--- src/rtl/retstk_pkg.sv ---
package retstk_pkg;
    localparam int unsigned PC_W = 14;

    typedef struct packed {
        logic            bank;
        logic [PC_W-1:0] pc;
    } frame_t;
endpackage

--- src/rtl/retstk_lifo.sv ---
module retstk_lifo
    import retstk_pkg::*;
#(
    parameter int unsigned DEPTH = 8
) (
    input  logic   clk,
    input  logic   rst_n,
    input  logic   push,
    input  logic   pop,
    input  frame_t push_frame,
    output frame_t top_frame,
    output logic   full,
    output logic   empty,
    output logic   ovf
);
    localparam int unsigned PTR_W = (DEPTH > 1) ? $clog2(DEPTH) : 1;
    localparam int unsigned CNT_W = $clog2(DEPTH + 1);
    localparam logic [PTR_W-1:0] LAST = PTR_W'(DEPTH - 1);
    localparam logic [CNT_W-1:0] CMAX = CNT_W'(DEPTH);

    typedef struct {
        frame_t           mem [DEPTH];
        logic [PTR_W-1:0] sp;
        logic [CNT_W-1:0] cnt;
        logic             ovf;
    } st_t;

    st_t s_d, s_q;
    logic [PTR_W-1:0] sp_prev;

    always_comb begin
        sp_prev = (s_q.sp == '0) ? LAST : s_q.sp - 1'b1;
        s_d     = s_q;
        if (push) begin
            s_d.mem[s_q.sp] = push_frame;
            s_d.sp          = (s_q.sp == LAST) ? '0 : s_q.sp + 1'b1;
            if (s_q.cnt == CMAX) s_d.ovf = 1'b1;
            else                 s_d.cnt = s_q.cnt + 1'b1;
        end else if (pop && s_q.cnt != '0) begin
            s_d.sp  = sp_prev;
            s_d.cnt = s_q.cnt - 1'b1;
        end
    end

    always_ff @(posedge clk) begin
        if (!rst_n) begin
            s_q.sp  <= '0;
            s_q.cnt <= '0;
            s_q.ovf <= 1'b0;
        end else begin
            s_q.sp  <= s_d.sp;
            s_q.cnt <= s_d.cnt;
            s_q.ovf <= s_d.ovf;
        end
        s_q.mem <= s_d.mem;
    end

    assign top_frame = s_q.mem[sp_prev];
    assign full      = (s_q.cnt == CMAX);
    assign empty     = (s_q.cnt == '0);
    assign ovf       = s_q.ovf;

    // depth bounded by the stack size
    a_r2_depth_bound: assert property (@(posedge clk) disable iff (!rst_n)
        s_q.cnt <= CMAX);
    // a push into a non-full stack grows it by one
    a_r2_push_grows: assert property (@(posedge clk) disable iff (!rst_n)
        (push && s_q.cnt < CMAX) |=> s_q.cnt == $past(s_q.cnt) + 1'b1);
    // a pop without push on a non-empty stack shrinks it by one
    a_r3_pop_shrinks: assert property (@(posedge clk) disable iff (!rst_n)
        (pop && !push && s_q.cnt != '0) |=> s_q.cnt == $past(s_q.cnt) - 1'b1);
    // overflow status is sticky
    a_r4_ovf_sticky: assert property (@(posedge clk) disable iff (!rst_n)
        s_q.ovf |=> s_q.ovf);
endmodule

--- src/rtl/irq_gate.sv ---
module irq_gate #(
    parameter int unsigned NSRC     = 3,
    parameter int unsigned PC_W     = 14,
    parameter int unsigned VEC_BASE = 16,
    parameter int unsigned VEC_STEP = 4
) (
    input  logic            clk,
    input  logic            rst_n,
    input  logic [NSRC-1:0] raw,
    input  logic [NSRC-1:0] en,
    input  logic            set_gie,
    input  logic            busy,
    input  logic            stk_full,
    output logic            ack,
    output logic [PC_W-1:0] vec,
    output logic            gie
);
    localparam int unsigned IDX_W = (NSRC > 1) ? $clog2(NSRC) : 1;

    typedef struct packed {
        logic [NSRC-1:0] flags;
        logic            gie;
    } st_t;

    st_t s_d, s_q;
    logic [NSRC-1:0]  cand, grant;
    logic [IDX_W-1:0] idx;

    always_comb begin
        cand = s_q.flags & en;
        idx  = '0;
        for (int i = NSRC - 1; i >= 0; i--) begin
            if (cand[i]) idx = IDX_W'(i);
        end
        grant = (cand != '0) ? (NSRC'(1) << idx) : '0;
        ack   = s_q.gie && (cand != '0) && !stk_full && !busy;
        vec   = PC_W'(VEC_BASE) + PC_W'(idx) * PC_W'(VEC_STEP);

        s_d       = s_q;
        s_d.flags = (s_q.flags & ~(ack ? grant : '0)) | raw;
        if (ack)          s_d.gie = 1'b0;
        else if (set_gie) s_d.gie = 1'b1;
    end

    always_ff @(posedge clk) begin
        if (!rst_n) s_q <= '0;
        else        s_q <= s_d;
    end

    assign gie = s_q.gie;

    // at most one source is granted
    a_r7_grant_onehot: assert property (@(posedge clk) disable iff (!rst_n)
        $onehot0(grant));
    // acknowledge drops the global enable
    a_r8_gie_drop: assert property (@(posedge clk) disable iff (!rst_n)
        ack |=> !s_q.gie);
endmodule

--- src/rtl/retstk_irq_ctrl.sv ---
module retstk_irq_ctrl
    import retstk_pkg::*;
(
    input  logic            clk,
    input  logic            rst_n,
    input  logic            call_i,
    input  logic            ret_i,
    input  logic            reti_i,
    input  logic            ei_i,
    input  logic [PC_W-1:0] pc_i,
    input  logic            bank_i,
    input  logic [2:0]      irq_i,
    input  logic [2:0]      irq_en_i,
    output logic            ack_o,
    output logic [PC_W-1:0] vec_o,
    output logic [PC_W-1:0] ret_pc_o,
    output logic            ret_bank_o,
    output logic            full_o,
    output logic            empty_o,
    output logic            ovf_o,
    output logic            gie_o
);
    localparam int unsigned DEPTH = 8;
    localparam int unsigned NSRC  = 3;

    logic   busy, push, pop;
    frame_t top_frame, in_frame;

    assign busy     = call_i | ret_i | reti_i;
    assign push     = call_i | ack_o;
    assign pop      = (ret_i | reti_i) & ~call_i;
    assign in_frame = '{bank: bank_i, pc: pc_i};

    retstk_lifo #(.DEPTH(DEPTH)) u_lifo (
        .clk        (clk),
        .rst_n      (rst_n),
        .push       (push),
        .pop        (pop),
        .push_frame (in_frame),
        .top_frame  (top_frame),
        .full       (full_o),
        .empty      (empty_o),
        .ovf        (ovf_o)
    );

    irq_gate #(.NSRC(NSRC), .PC_W(PC_W), .VEC_BASE(16), .VEC_STEP(4)) u_gate (
        .clk      (clk),
        .rst_n    (rst_n),
        .raw      (irq_i),
        .en       (irq_en_i),
        .set_gie  (reti_i | ei_i),
        .busy     (busy),
        .stk_full (full_o),
        .ack      (ack_o),
        .vec      (vec_o),
        .gie      (gie_o)
    );

    assign ret_pc_o   = top_frame.pc;
    assign ret_bank_o = top_frame.bank;

    // no acknowledge while the stack is full
    a_r6_full_blocks: assert property (@(posedge clk) disable iff (!rst_n)
        full_o |-> !ack_o);
    // no acknowledge in a call or return cycle
    a_r6_busy_blocks: assert property (@(posedge clk) disable iff (!rst_n)
        (call_i || ret_i || reti_i) |-> !ack_o);
endmodule

--- config.mk ---
export PLATFORM = sky130hd
export DESIGN_NAME = retstk_irq_ctrl
export DESIGN_NICKNAME = d
export VERILOG_FILES = /design/src/rtl/retstk_pkg.sv /design/src/rtl/retstk_lifo.sv /design/src/rtl/irq_gate.sv /design/src/rtl/retstk_irq_ctrl.sv
export SDC_FILE = /design/constraint.sdc
export NUM_CORES = 1
export LEC_CHECK = 0
export CELL_PAD_IN_SITES_DETAIL_PLACEMENT = 0
export CELL_PAD_IN_SITES_GLOBAL_PLACEMENT = 1
export CORE_ASPECT_RATIO = 0.8
export CORE_UTILIZATION = 50
export CTS_BUF_LIST = sky130_fd_sc_hd__clkbuf_4
export DETAILED_ROUTE_END_ITERATION = 7
export PLACE_DENSITY = 0.83
export SLEW_MARGIN = 15
export SYNTH_ARGS = -nofsm -noshare
export SYNTH_HDL_FRONTEND = slang
export SYNTH_SLANG_ARGS = --single-unit
--- constraint.sdc ---
create_clock -name clk -period 4 [get_ports clk]
set_input_delay 0.4 -clock clk [delete_from_list [all_inputs] [get_ports clk]]
set_output_delay 0.4 -clock clk [all_outputs]
set_load 0.01 [all_outputs]
==> results.py, run 1 <==
metrics = {
    "global_route": {
        "grt_util_met2": 0.295,
        "grt_use_met1": 0.255,
        "use_met3": 0.0513,
        "track_usage": 0.190,
        "grt_max_degree": 25,
        "grt_overflow_total": 0,
        "grt_busiest_layer": "met2",
        "grt_pass1_vias": 2758,
        "grt_pass1_wl_um": 15000,
        "antenna_found_initial": 0,
    },
    "synthesis": {
        "postSynthAreaPerCell_um2": 18.7,
        "synth_area_um2": 5370,
        "ys_async_sr_fraction": 0,
        "synth_seq_cells": 132,
        "synth-seq-area-share": 0.715,
        "synth_top_cell_by_area": "edfxtp_1",
        "synth_edf_count": 120,
        "ys_top_cells_by_count": "edfxtp_1, mux4_2, mux2_2, nand2_1",
        "ys_warn_count": 0,
        "synth.most_common_cell": "edfxtp_1",
        "yosysUniqueCellTypes": 36,
        "synth_cells": 287,
        "synthTopCellsByArea": "edfxtp_1, mux4_2, dfxtp_1, mux2_2, buf_4",
        "synth_top_area_frac": 0.671,
        "synth_top_flop_cell": "edfxtp_1",
    },
    "placed_design": {
        "port_buffers": 48,
        "place_congestion": 0.782,
        "dp_slack_ns": 0.736,
        "dp_hpwl_um": 5980,
    },
    "clock_tree": {
        "cts_buffers": 17,
        "ctsResizeCount": 0,
        "cts_hold_buf": 0,
        "postCtsSetupBuffers": 0,
        "htree_levels": 4,
        "clk_pin_slew_ns": 0.10,
        "cts_max_path_buffers": 2,
        "clock-sinks": 132,
        "root_buffer": "clkbuf_4",
        "tritoncts": "built",
        "insertion_delay_ns": 0.51,
    },
    "worst_setup_path": {
        "crit_fanout": 12,
        "regToRegSetupSlack_ns": 1.50,
        "crit_required_ns": 3.60,
        "crit-reg2reg-launch": "u_gate.gie$_SDFFE_PP0P_",
        "crit_path_end_kind": "output port",
        "critical_path_arrival_ns": 3.28,
        "crit_path_start_kind": "register",
        "critical_path_class": "reg -> out",
        "r2r_end": "u_lifo.s_q[114]$_DFFE_PP_",
        "reg2reg_depth": 5,
    },
    "timing": {
        "setup_viol": 0,
        "fin_crit_ns": 3.68,
        "slew_headroom": 0.485,
        "fin_crit_sh": 0.921,
        "hold_viol": 0,
        "skew_ns": 0.0150,
        "fin_tns_setup_ns": 0,
        "report.final.slew_viol_count": 0,
        "worst_pin_slew_ns": 0.773,
        "fmax_ghz": 0.272,
        "worst_slack_ns": 0.317,
        "grt_setup_unrepaired": "false",
    },
    "cells_and_area": {
        "final_nets": 389,
        "diodes": 0,
        "area_growth_pct": 17.4,
        "layout-drive-gt1-share": 0.261,
    },
    "power": {
        "p_comb_frac": 0.381,
        "power_density_nw_per_um2": 635,
        "switching_share": 0.300,
        "power.leakage_nw": 2.07,
        "power.internal_mw": 2.80,
        "p_clk_frac": 0.185,
        "seq_power_share": 0.434,
        "power_switching_mw": 1.20,
        "peakVddDrop_v": 0.000431,
    },
    "floorplanning": {
        "die_w_um": 118,
        "ios": 61,
        "initial_core_util": 0.519,
        "die-area_um2": 11200,
        "rows": 33,
        "fp.dieH_um": 94.7,
        "core_area_um2": 10400,
    },
    "detailed_routing": {
        "first_pass_iters": 4,
        "avgRoutedWirePerCell_um": 18.7,
        "ant_nets": 0,
        "vias": 2732,
        "wirelength_um": 9520,
        "drt_iter0_drc": 187,
        "drc": 0,
        "viasPerCell": 5.38,
    },
    "hold_path": {
        "holdCritStartpoint": "irq_i[0]",
        "holdCritPathClass": "in -> reg",
        "min_to": "u_gate.s_q[1]$_SDFF_PN0_",
        "hold_depth": 2,
    },
    "job": {
        "maxCapViolations": 0,
    },
    "run_status": {
        "status": "complete, no violations",
    },
}
==> final cells by class <==
type                            count  area, um2
Clock buffer                       18        135
Clock inverter                     12       92.6
Fill cell                         769       4050
Inverter                            7       26.3
Multi-Input combinational cell    136       1430
Sequential cell                   132       3840
Tap cell                          140        175
Timing Repair Buffer               63        609
==> placed cells by master (no fill, tap or decap), types with 5 or more instances in the layout <==
cell,n
mux4_2,30
buf_4,13
clkinv_2,6
nand2_1,15
conb_1,12
mux2_2,15
ha_1,5
clkbuf_4,18
clkdlybuf4s50_1,48
nor2_1,10
dfxtp_1,12
inv_1,7
a21oi_1,5
edfxtp_1,120
==> critical path, stage by stage, from the launching register on <==
cell	delay (ns)
dfxtp_1	0.49
inv_1	0.16
ha_1	0.23
ha_1	0.22
nor2_4	0.10
buf_4	0.27
mux4_2	0.53
mux2_2	0.30
clkdlybuf4s50_1	0.48
==> power groups by stage <==
stage,Clock [mW],Sequential (mW),Combinational [mW]
after global routing,0.823,1.75,1.66
after CTS,0.768,1.74,1.55
after global placement,0,1.77,1.52
after detailed placement,0,1.77,1.54
after floorplan,0,1.75,0.926
final,0.743,1.74,1.53
==> cells by family after synthesis <==
group,count (synthesis),synth area share
flip-flops,132,0.715
multiplexers,48,0.163
AND/OR/NAND/NOR,44,0.0424
buffers and inverters,29,0.0293
AO/OA/AOI/OAI,24,0.0324
adder cells (fa/ha/maj),5,0.0116
XOR/XNOR,3,0.00489
other,2,0.00140
==> how the worst max path moves through the flow <==
stage,from,to,depth (start not counted)
final,u_lifo.s_q[5]$_SDFFE_PN0P_,ret_pc_o[11],8
after global placement,u_lifo.s_q[5]$_SDFFE_PN0P_,ret_pc_o[0],8
after CTS,u_lifo.s_q[5]$_SDFFE_PN0P_,ret_pc_o[8],8
after detailed placement,u_lifo.s_q[5]$_SDFFE_PN0P_,ret_pc_o[8],8
after floorplan,ret_i,u_lifo.s_q[53]$_DFFE_PP_,5
after global routing,u_lifo.s_q[5]$_SDFFE_PN0P_,ret_pc_o[11],8
==> per-layer routing <==
layer  part of all wire  vias up
met5                  0        -
met4              0.011        0
met3              0.056        9
met2               0.49       78
met1               0.44     1376
li1                   -     1269
==> state kept, by name, indices dropped and copies added (netlist names) <==
name / cells
u_gate.gie: 1
u_gate.s_q: 3
u_lifo.ovf: 1
u_lifo.s_q: 127
==> stage by stage <==
stage          power, mW  hold slack [ns]   util  std cells  cell area, um2
6_report            4.01            0.476  0.609        508            6310
5_1_grt             4.24            0.444  0.609        508            6310
4_1_cts             4.06            0.432  0.608        508            6310
3_5_place_dp        3.31            0.491  0.587        478            6080
3_3_place_gp        3.29            0.509  0.587        478            6080
2_1_floorplan       2.68            0.487      -        297            5410
(Power assumes the default switching activity.)
==> run 2: changes to the inputs <==
--- a/config.mk
+++ b/config.mk
@@ -10,6 +10,7 @@
 export CORE_ASPECT_RATIO = 0.8
 export CORE_UTILIZATION = 50
 export CTS_BUF_LIST = sky130_fd_sc_hd__clkbuf_4
+export CTS_CLUSTER_SIZE = 30
 export DETAILED_ROUTE_END_ITERATION = 7
 export PLACE_DENSITY = 0.83
 export SLEW_MARGIN = 15
==> results of run 2 <==
Final layout, timing and power as in run 1 (identical DEF).
